`src/rtl/u9_pkg.sv`:
```
package u9_pkg;

    localparam int DATA_W  = 8;
    // start + data + ninth + stop
    localparam int FRAME_W = DATA_W + 3;
    localparam int IDX_W   = $clog2(FRAME_W + 1);

    typedef enum logic {
        RX_HUNT  = 1'b0,
        RX_FRAME = 1'b1
    } rx_state_e;

    typedef struct packed {
        logic [DATA_W-1:0] data;
        logic              ninth;
    } rx_word_t;

    typedef struct packed {
        logic sm2;
        logic tb8;
        logic smod;
        logic ren;
    } ctl_t;

    function automatic logic vote3(input logic [2:0] s);
        return (s[0] & s[1]) | (s[0] & s[2]) | (s[1] & s[2]);
    endfunction

endpackage

```
`src/rtl/u9_baud.sv`:
```
module u9_baud #(
    parameter int SAMPLE_DIV = 2
) (
    input  logic clk,
    input  logic rst,
    input  logic smod,
    output logic tick
);
    localparam int CW = $clog2(2 * SAMPLE_DIV + 1);

    logic [CW-1:0] cnt;
    logic [CW-1:0] lim;

    // fast rate: a sample every SAMPLE_DIV clocks, slow rate: twice that
    assign lim  = smod ? CW'(SAMPLE_DIV - 1) : CW'(2 * SAMPLE_DIV - 1);
    assign tick = (cnt >= lim);

    always_ff @(posedge clk) begin
        if (rst) begin
            cnt <= '0;
        end else if (tick) begin
            cnt <= '0;
        end else begin
            cnt <= cnt + 1'b1;
        end
    end
endmodule

```
`src/rtl/u9_tx.sv`:
```
module u9_tx
    import u9_pkg::*;
#(
    parameter int OVERSAMPLE = 16,
    parameter int SAMPLE_DIV = 2
) (
    input  logic              clk,
    input  logic              rst,
    input  logic              start,
    input  logic [DATA_W-1:0] data,
    input  logic              ninth,
    input  logic              smod,
    output logic              txd,
    output logic              busy,
    output logic              stop_begin
);
    localparam int BIT_FAST = OVERSAMPLE * SAMPLE_DIV;
    localparam int BIT_SLOW = 2 * BIT_FAST;
    localparam int CW       = $clog2(BIT_SLOW);

    logic [FRAME_W-1:0] sh;
    logic [CW-1:0]      cnt;
    logic [CW-1:0]      lim;
    logic [IDX_W-1:0]   idx;
    logic               bit_end;

    assign bit_end    = busy && (cnt == lim);
    assign stop_begin = bit_end && (idx == IDX_W'(FRAME_W - 2));
    assign txd        = busy ? sh[0] : 1'b1;

    always_ff @(posedge clk) begin
        if (rst) begin
            busy <= 1'b0;
            sh   <= '1;
            cnt  <= '0;
            lim  <= '0;
            idx  <= '0;
        end else if (!busy) begin
            if (start) begin
                busy <= 1'b1;
                sh   <= {1'b1, ninth, data, 1'b0};
                cnt  <= '0;
                idx  <= '0;
                lim  <= smod ? CW'(BIT_FAST - 1) : CW'(BIT_SLOW - 1);
            end
        end else if (bit_end) begin
            cnt <= '0;
            sh  <= {1'b1, sh[FRAME_W-1:1]};
            idx <= idx + 1'b1;
            if (idx == IDX_W'(FRAME_W - 1)) begin
                busy <= 1'b0;
            end
        end else begin
            cnt <= cnt + 1'b1;
        end
    end
endmodule

```
`src/rtl/u9_rx.sv`:
```
module u9_rx
    import u9_pkg::*;
#(
    parameter int OVERSAMPLE = 16
) (
    input  logic     clk,
    input  logic     rst,
    input  logic     tick,
    input  logic     rxd,
    input  logic     ren,
    output logic     commit,
    output rx_word_t word
);
    localparam int SW  = $clog2(OVERSAMPLE);
    localparam int MID = OVERSAMPLE / 2;

    rx_state_e       state;
    logic [1:0]      sync;
    logic            rxs;
    logic            prev;
    logic [SW-1:0]   scnt;
    logic [IDX_W-1:0] bidx;
    logic [1:0]      votes;
    logic [DATA_W:0] sh;
    logic            bit_v;

    assign rxs   = sync[1];
    assign bit_v = vote3({rxs, votes});

    always_ff @(posedge clk) begin
        if (rst) begin
            sync   <= '1;
            prev   <= 1'b1;
            state  <= RX_HUNT;
            scnt   <= '0;
            bidx   <= '0;
            votes  <= '0;
            sh     <= '0;
            commit <= 1'b0;
            word   <= '0;
        end else begin
            sync   <= {sync[0], rxd};
            commit <= 1'b0;
            if (tick) begin
                prev <= rxs;
                unique case (state)
                    RX_HUNT: begin
                        if (ren && prev && !rxs) begin
                            state <= RX_FRAME;
                            scnt  <= SW'(1);
                            bidx  <= '0;
                        end
                    end
                    RX_FRAME: begin
                        if (scnt == SW'(OVERSAMPLE - 1)) begin
                            scnt <= '0;
                            bidx <= bidx + 1'b1;
                        end else begin
                            scnt <= scnt + 1'b1;
                        end
                        if (scnt == SW'(MID - 1)) votes[0] <= rxs;
                        if (scnt == SW'(MID))     votes[1] <= rxs;
                        if (scnt == SW'(MID + 1)) begin
                            if (bidx == '0) begin
                                // start bit read high: false start
                                if (bit_v) state <= RX_HUNT;
                            end else if (bidx == IDX_W'(FRAME_W - 1)) begin
                                commit <= 1'b1;
                                word   <= '{data: sh[DATA_W-1:0], ninth: sh[DATA_W]};
                                state  <= RX_HUNT;
                            end else begin
                                sh <= {bit_v, sh[DATA_W:1]};
                            end
                        end
                    end
                    default: state <= RX_HUNT;
                endcase
            end
        end
    end
endmodule

```
`src/rtl/ninebit_uart.sv`:
```
module ninebit_uart
    import u9_pkg::*;
#(
    parameter int OVERSAMPLE = 16,
    parameter int SAMPLE_DIV = 2
) (
    input  logic              clk,
    input  logic              rst,
    input  logic              ctl_we,
    input  logic              ctl_sm2,
    input  logic              ctl_tb8,
    input  logic              ctl_smod,
    input  logic              ctl_ren,
    input  logic              ctl_ti,
    input  logic              ctl_ri,
    input  logic              ctl_rb8,
    input  logic              tx_we,
    input  logic [DATA_W-1:0] tx_data,
    input  logic              rxd,
    output logic              txd,
    output logic              ti,
    output logic              ri,
    output logic              rb8,
    output logic [DATA_W-1:0] rx_data,
    output logic              irq
);
    ctl_t     cfg;
    logic     tick;
    logic     tx_busy;
    logic     stop_begin;
    logic     commit;
    rx_word_t word;
    logic     accept;

    u9_baud #(.SAMPLE_DIV(SAMPLE_DIV)) u_baud (
        .clk  (clk),
        .rst  (rst),
        .smod (cfg.smod),
        .tick (tick)
    );

    u9_tx #(.OVERSAMPLE(OVERSAMPLE), .SAMPLE_DIV(SAMPLE_DIV)) u_tx (
        .clk        (clk),
        .rst        (rst),
        .start      (tx_we),
        .data       (tx_data),
        .ninth      (cfg.tb8),
        .smod       (cfg.smod),
        .txd        (txd),
        .busy       (tx_busy),
        .stop_begin (stop_begin)
    );

    u9_rx #(.OVERSAMPLE(OVERSAMPLE)) u_rx (
        .clk    (clk),
        .rst    (rst),
        .tick   (tick),
        .rxd    (rxd),
        .ren    (cfg.ren),
        .commit (commit),
        .word   (word)
    );

    // multiprocessor acceptance: flag free, and filter off or address frame
    assign accept = commit && !ri && (!cfg.sm2 || word.ninth);
    assign irq    = ti | ri;

    always_ff @(posedge clk) begin
        if (rst) begin
            cfg     <= '0;
            ti      <= 1'b0;
            ri      <= 1'b0;
            rb8     <= 1'b0;
            rx_data <= '0;
        end else begin
            if (ctl_we) begin
                cfg <= '{sm2: ctl_sm2, tb8: ctl_tb8, smod: ctl_smod, ren: ctl_ren};
                ti  <= ctl_ti;
                ri  <= ctl_ri;
                rb8 <= ctl_rb8;
            end
            // hardware set takes priority over a software write in the same cycle
            if (stop_begin) ti <= 1'b1;
            if (accept) begin
                ri      <= 1'b1;
                rb8     <= word.ninth;
                rx_data <= word.data;
            end
        end
    end
endmodule

```
`config.mk`:
```
export PLATFORM = sky130hd
export DESIGN_NAME = ninebit_uart
export DESIGN_NICKNAME = d
export VERILOG_FILES = /design/src/rtl/u9_pkg.sv /design/src/rtl/u9_baud.sv /design/src/rtl/u9_tx.sv /design/src/rtl/u9_rx.sv /design/src/rtl/ninebit_uart.sv
export SDC_FILE = /design/constraint.sdc
export NUM_CORES = 1
export LEC_CHECK = 0
export BUFFER_PORTS_ARGS = -buffer_cell sky130_fd_sc_hd__buf_2
export CORE_ASPECT_RATIO = 1.1
export CORE_MARGIN = 5
export CORE_UTILIZATION = 60
export DETAILED_ROUTE_END_ITERATION = 6
export PLACE_DENSITY = 0.81
export SETUP_SLACK_MARGIN = 0.05
export SLEW_MARGIN = 20
export SYNTH_ARGS = -nofsm -noshare
export SYNTH_HDL_FRONTEND = slang
export SYNTH_SLANG_ARGS = --single-unit
export TNS_END_PERCENT = 5
```
`constraint.sdc`:
```
create_clock -name clk -period 5.3 [get_ports clk]
set_input_delay 0.265 -clock clk [delete_from_list [all_inputs] [get_ports clk]]
set_output_delay 0.265 -clock clk [all_outputs]
set_load 0.02 [all_outputs]
```
==> results of run 1 <==
-- how the worst max path moves through the flow --
| stage | from | end |
|---|---|---|
| floorplan | u_tx.cnt[0] | u_tx.idx[0] |
| global placement | u_tx.busy | u_tx.sh[0] |
| detailed placement | u_tx.busy | u_tx.sh[0] |
| CTS | u_tx.busy | u_tx.sh[0] |
| global route | u_tx.busy | u_tx.sh[0] |
| finish | u_tx.busy | u_tx.sh[0] |
-- layer usage --
metal  part of all wire  wire length (um)  vias up  GRT usage
li1                   -                 -     1300          -
met1               0.46              3100     1227      0.268
met2               0.48              3220       60      0.325
met3              0.047               316        7     0.0377
met4              0.014                92        0     0.0952
met5                  0                 0        -          0
-- synth_stat cells, drive strengths merged, types with 2 or more instances --
cell type,n
dfxtp,74
nor2,54
mux2i,42
nand2,17
a211oi,14
clkbuf,14
ha,12
a21oi,10
and2,10
inv,10
nand3,7
nor3,7
buf,6
o211ai,6
and3,5
o21ai,5
xnor2,5
xor2,5
a31oi,4
nand2b,4
or2,4
nand3b,3
nor2b,3
nor4,3
a311oi,2
a32oi,2
and3b,2
o22ai,2
or4,2
-- sequential cells by signal, indices dropped and copies added (netlist names), 2 cells and up --
register	flops
cfg	4
u_rx.sync	2
u_baud.cnt	3
u_rx.bidx	4
u_tx.lim	2
u_tx.idx	4
rx_data	8
u_rx.word	9
u_tx.sh	10
u_tx.cnt	6
u_rx.sh	9
u_rx.scnt	4
u_rx.votes	2
-- cell families after synthesis --
group	after synthesis
multiplexers	42
adder cells (fa/ha/maj)	13
buffers and inverters	30
flip-flops	74
XOR/XNOR	10
AO/OA/AOI/OAI	59
AND/OR/NAND/NOR	126
-- cell type report --
cell class                      count  area share
Timing Repair Buffer               34      0.0467
Multi-Input combinational cell    250       0.465
Clock inverter                      6      0.0240
Sequential cell                    74       0.395
Clock buffer                       10      0.0341
Tap cell                           75      0.0250
Inverter                           10      0.0100
-- per-stage QoR --
step	instances	area, um2	power (uW)
floorplan	354	3340	703
global placement	443	3520	728
detailed placement	443	3520	733
CTS	459	3740	1210
global route	459	3750	1260
finish	459	3750	1200
-- power groups by stage --
stage                     Sequential, uW  Combinational, uW  Clock [uW]
after global routing                 604                135         518
after CTS                            600                121         486
final                                601                121         481
after global placement               612                116           0
after floorplan                      607               96.7           0
after detailed placement             613                120           0
==> summary.txt, run 1 <==
Detailed routing
  – Number of nets with antenna violations after detailed routing: 0
  – First-pass detailed-route iteration total: 4
  – Detail-routed net length per standard cell: 14.7 um
  – DRT Wirelength: around 6700 um
  – DR iter-0 viols: 184
  – Via count: about 2600
  – Residual DRC count: 0
  – Via density per instance: 5.65

Finish
  – Fraction of final layout cells with drive strength greater than 1: 0.156
  – Final Core Density: 0.695
  – Multi-input gate area: roughly 1700 um2
  – Most common cell after layout, fill and taps aside: sky130_fd_sc_hd__dfxtp_1
  – Area used by sequential logic in the layout: between 1000 and 1500 um2
  – Antenna diode count: 0
  – Number of fill cells: 477
  – Commonest non-fill, non-tap cells in the layout: sky130_fd_sc_hd__dfxtp_1, sky130_fd_sc_hd__nor2_1, sky130_fd_sc_hd__mux2i_1, sky130_fd_sc_hd__buf_2, sky130_fd_sc_hd__nand2_1
  – Post-synthesis to final-layout area growth: 12.2%
  – Number of nets in the layout: a little over 400

Die
  – Core region area: 5400 um2
  – Overall die area: 7160 um2
  – Top-Level Pins: 33
  – Die width: 81.1 um
  – Effective utilization at floorplan: 0.619
  – Chip height: 88.2 um
  – Num rows: 28

STA
  – Relative slew margins: 0.543
  – Tightest hold margin: 0.122 ns
  – Layout Skew: 0.0100 ns
  – Final-report setup violation count: 0
  – Shortest period the worst path allows: between 2 and 3 ns
  – Final worst-path setup slack: between 2 and 3 ns
  – Fmax: 395 MHz
  – Count of final max-slew check failures: 0
  – Pin slew with the least headroom to its limit: slightly below 0.7 ns
  – Final Hold Vio Count: 0
  – Setup repair after global routing missed its margin: false
  – Part of the cycle the worst path needs: 0.478
  – Final sum of negative setup slack: 0 ns

Synthesis
  – Netlist Area Pre-Place: 3340 um2
  – Net Count, Synth: ~390
  – Number of flops mapped to enable cells by yosys: 0
  – Largest area contributor in the netlist: sky130_fd_sc_hd__dfxtp_1
  – Area share of the leading cell type in the synthesized netlist: 0.444
  – Synthesis warning total: 0
  – Count of distinct cell types in the synthesized netlist: 54
  – Multiplexer area fraction after synthesis: 0.126
  – Synthesized area per cell: around 9.4 um2
  – Leading cell types by total area after synthesis: sky130_fd_sc_hd__dfxtp_1, sky130_fd_sc_hd__mux2i_1, sky130_fd_sc_hd__nor2_1
  – Post-Synth Adder-Cell Area: 0.0480
  – Prevailing post-synth register cell: sky130_fd_sc_hd__dfxtp_1
  – Main combinational cell family by area after synthesis: simple AND/OR/NAND/NOR gates
  – Parity-gate share of the synthesized area counting xor and xnor cells: 0.0262
  – Fraction of synthesis flops using an asynchronous set or reset pin: 0
  – Count of state elements after synthesis: 74
  – Area fraction in compound gates after synthesis: 0.131
  – Sequential fraction of the synthesis area: 0.444
  – Post-Synth Simple-Gate Area: 0.185
  – Number of standard cells after synthesis: ~350

Placement
  – Port-buffer cells: 32
  – Routability cong.: 0.890
  – Post-DP HPWL: 4400 um
  – Worst-case setup slack after placement: approximately 2.8 ns

Min path
  – Worst hold-check path type: in2reg
  – Worst Hold End: u_rx.sync[0]
  – Cell count of the worst hold path: 2
  – Hold Startpoint: rxd

Clocking
  – CTS tree: built
  – H-tree depth reported by CTS: 3
  – Root Driver: sky130_fd_sc_hd__clkbuf_8
  – Skew-Pair Late Insertion Delay: 0.35 ns
  – Count of hold-fix buffers inserted at cts: 0
  – Bufs on Longest Clock Path: 2
  – Number of sinks driven by the clock tree: 74
  – Number of buffers created by CTS: 9
  – CTS clk-pin slew, worst paths: 0.08 ns
  – Post-cts gate resize count: 0
  – Setup bufs post-CTS: 0

Setup path
  – Arr. time, crit path: 2.77 ns
  – Slowest cell on the critical path: sky130_fd_sc_hd__dfxtp_1
  – Flop2flop setup slack: 2.77 ns
  – Combined buffer and inverter count along the critical path: 1
  – Critical-path maximum fanout: 21
  – Worst path top cell family by delay: flip-flops
  – Nature of the critical path startpoint: register
  – Critical path cell sequence: inv_1, nor3_1, a21oi_2, a221o_1
  – Logic depth of the worst path, buffers included: 4
  – Critical path's largest stage delay: 0.73 ns
  – Length in cells of the worst reg-to-reg path: 4
  – Critical Path Sink Type: register
  – Critical path class: reg2reg
  – Reg-to-reg critical path endpoint: u_tx.sh[0]
  – Data required time of the worst path: 5.54 ns
  – Critical register-to-register path startpoint: u_tx.busy

Power and ir drop
  – Switch share: 0.256
  – Clock network fraction of design power: 0.400
  – P_int: 895 uW
  – Static Leakage: 0.00156 uW
  – Fraction of power consumed by combinational cells: 0.101
  – Net load switching power: just over 300 uW
  – Max rail drop VDD: 0.301 mV
  – Ratio of total power to cell area: between 300 and 400 nW/um2
  – Share of total power in sequential cells: 0.499

Global route
  – Antenna violations before repair: 0
  – First-pass GRT wire length: 11400 um
  – Overall fraction of global-route tracks in use: 0.204
  – Overflow left after global routing: 0
  – Pin count of the biggest net entering global routing: 73
  – Via count of the first global-routing pass: 2513

Job
  – Max cap viols: 0

Outcome
  – Run status: finished clean
Note: power is estimated with default switching activity, not from simulation.
==> run 2: changes to the inputs <==
--- a/config.mk
+++ b/config.mk
@@ -8,9 +8,9 @@
 export BUFFER_PORTS_ARGS = -buffer_cell sky130_fd_sc_hd__buf_2
 export CORE_ASPECT_RATIO = 1.1
 export CORE_MARGIN = 5
-export CORE_UTILIZATION = 60
+export CORE_UTILIZATION = 58
 export DETAILED_ROUTE_END_ITERATION = 6
-export PLACE_DENSITY = 0.81
+export PLACE_DENSITY = 0.78
 export SETUP_SLACK_MARGIN = 0.05
 export SLEW_MARGIN = 20
 export SYNTH_ARGS = -nofsm -noshare
==> constraint.sdc (replaced) <==
create_clock -name clk -period 2.46 [get_ports clk]
set_input_delay 0.123 -clock clk [delete_from_list [all_inputs] [get_ports clk]]
set_output_delay 0.123 -clock clk [all_outputs]
set_load 0.02 [all_outputs]
==> summary.txt, run 2 (same netlist as run 1, synthesis figures left out) <==
Placement
  – Routability cong.: 0.917
  – Number of placed instances with taps included: 450
  – Post-DP HPWL: about 4500 um
  – Port-buffer cells: 32
  – Worst-case setup slack after placement: 0.552 ns

Outcome
  – Run status: finished clean

Clocking
  – CTS clk-pin slew, worst paths: 0.09 ns
  – Setup bufs post-CTS: 0
  – Number of sinks driven by the clock tree: between 70 and 80
  – Post-cts gate resize count: 0
  – Count of hold-fix buffers inserted at cts: 3
  – Skew-Pair Late Insertion Delay: 0.35 ns
  – CTS tree: built
  – Bufs on Longest Clock Path: 2
  – Number of buffers created by CTS: 9
  – H-tree depth reported by CTS: 3
  – Root Driver: sky130_fd_sc_hd__clkbuf_8

Finish
  – Number of nets in the layout: 419
  – Largest register FFs: 10
  – Commonest non-fill, non-tap cells in the layout: sky130_fd_sc_hd__dfxtp_1, sky130_fd_sc_hd__nor2_1, sky130_fd_sc_hd__mux2i_1, sky130_fd_sc_hd__buf_2, sky130_fd_sc_hd__nand2_1
  – Final Core Density: 0.662
  – Number of fill cells: 452
  – Post-Layout Cell Count: 469
  – Registers with the most flip-flops: u_tx.sh x10, u_rx.sh x9, u_rx.word x9
  – Most common cell after layout, fill and taps aside: sky130_fd_sc_hd__dfxtp_1
  – Post-synthesis to final-layout area growth: 13.0%
  – Top reg by flops: u_tx.sh
  – Fraction of final layout cells with drive strength greater than 1: 0.163
  – Antenna diode count: 0

STA
  – Layout Skew: 0.00558 ns
  – Final Hold Vio Count: 0
  – Shortest period the worst path allows: 1.97 ns
  – Final sum of negative setup slack: 0 ns
  – Fmax: 507 MHz
  – Final-report setup violation count: 0
  – Relative slew margins: 0.474
  – Pin slew with the least headroom to its limit: 0.785 ns
  – Count of final max-slew check failures: 0
  – Setup repair after global routing missed its margin: false
  – Final worst-path setup slack: 0.489 ns
  – Part of the cycle the worst path needs: 0.801

Global route
  – Pin count of the biggest net entering global routing: 42
  – Overall fraction of global-route tracks in use: 0.191
  – Antenna violations before repair: 0
  – First-pass GRT wire length: between 10000 and 15000 um
  – Via count of the first global-routing pass: 2433
  – Overflow left after global routing: 0

Die
  – Overall die area: 7380 um2
  – Die width: 82.4 um
  – Top-Level Pins: 33
  – Effective utilization at floorplan: 0.586
  – Chip height: 89.6 um
  – Num rows: 29
  – Core region area: 5700 um2

Setup path
  – Critical register-to-register path startpoint: u_baud.cnt[1]
  – Flop2flop setup slack: 0.49 ns
  – Data required time of the worst path: 2.70 ns
  – Length in cells of the worst reg-to-reg path: 6
  – Critical path startpoint: u_baud.cnt[1]
  – Timing endpoint of the critical path: u_rx.word[6]
  – Critical-path maximum fanout: 10
  – Critical path class: reg2reg
  – Nature of the critical path startpoint: register
  – Arr. time, crit path: 2.21 ns
  – Reg-to-reg critical path endpoint: u_rx.word[6]
  – Critical Path Sink Type: register

Job
  – Max cap viols: 0

Detailed routing
  – Residual DRC count: 0
  – Via count: 2605
  – Detail-routed net length per standard cell: 13.9 um
  – First-pass detailed-route iteration total: 4
  – Number of nets with antenna violations after detailed routing: 0
  – DR iter-0 viols: 150
  – Via density per instance: 5.55
  – DRT Wirelength: 6520 um

Power and ir drop
  – P_int: 1740 uW
  – Static Leakage: 0.00157 uW
  – Fraction of power consumed by combinational cells: 0.113
  – Share of total power in sequential cells: 0.528
  – Ratio of total power to cell area: 647 nW/um2
  – Switch share: 0.286
  – Net load switching power: 699 uW
  – Max rail drop VDD: 0.589 mV
  – Clock network fraction of design power: 0.359
  – Overall power of the completed layout: 2440 uW

Min path
  – Worst hold-check path type: in2reg
  – Hold Startpoint: ctl_sm2
==> run 2: changes by cell type in the layout (fill, tap and decap cells not counted), sizes merged <==
cell | before | now
clkinvlp | 1 | 3
bufinv | 2 | 0
buf | 34 | 39
clkbuf | 10 | 9
dlygate4sd3 | 0 | 3
inv | 11 | 13
clkinv | 2 | 1
==> run 2: per-layer routing <==
layer / vias up / part of all wire / track usage
met4: 0 / 0.023 / 0.101
li1: 1329 / - / -
met5: - / 0 / 0
met1: 1190 / 0.47 / 0.244
met3: 14 / 0.050 / 0.0409
met2: 72 / 0.46 / 0.302
==> run 2: critical path, stage by stage, from the launching register on <==
cell	delay, ns
sky130_fd_sc_hd__dfxtp_1	0.33
sky130_fd_sc_hd__ha_1	0.31
sky130_fd_sc_hd__a211oi_1	0.65
sky130_fd_sc_hd__nor4_2	0.10
sky130_fd_sc_hd__buf_4	0.23
sky130_fd_sc_hd__mux2i_1	0.17
sky130_fd_sc_hd__nor2_1	0.05
==> run 2: per-stage QoR <==
step | hold WS [ns] | cell area [um2]
finish | 0.0201 | 3770
global route | 0.0460 | 3770
CTS | 0.0175 | 3770
detailed placement | 0.309 | 3560
global placement | 0.312 | 3560
floorplan | 0.227 | 3340
==> run 2: power groups by stage <==
stage                     registers [uW]  logic [uW]  clock network, uW
after global placement              1310         262                  0
after detailed placement            1320         271                  0
after floorplan                     1310         208                  0
final                               1290         277                877
after CTS                           1290         277                903
after global routing                1300         312                955
==> run 2: how the worst min path moves through the flow <==
stage,endpoint,slack (ns),cells past startpoint
2_1_floorplan,u_rx.sync[0],0.23,1
3_3_place_gp,u_rx.sync[0],0.31,2
3_5_place_dp,u_rx.sync[0],0.31,2
4_1_cts,cfg[3],0.02,3
5_1_grt,cfg[1],0.05,3
6_report,cfg[3],0.02,3
==> run 2: layout make-up <==
cell class,instances,area [um2],area share
multi-input combinational,250,1730,0.459
timing repair buffer,42,243,0.0643
tap,77,96.3,0.0255
inverter,10,37.5,0.00995
clock inverter,7,60.1,0.0159
clock buffer,9,124,0.0328
sequential,74,1480,0.393
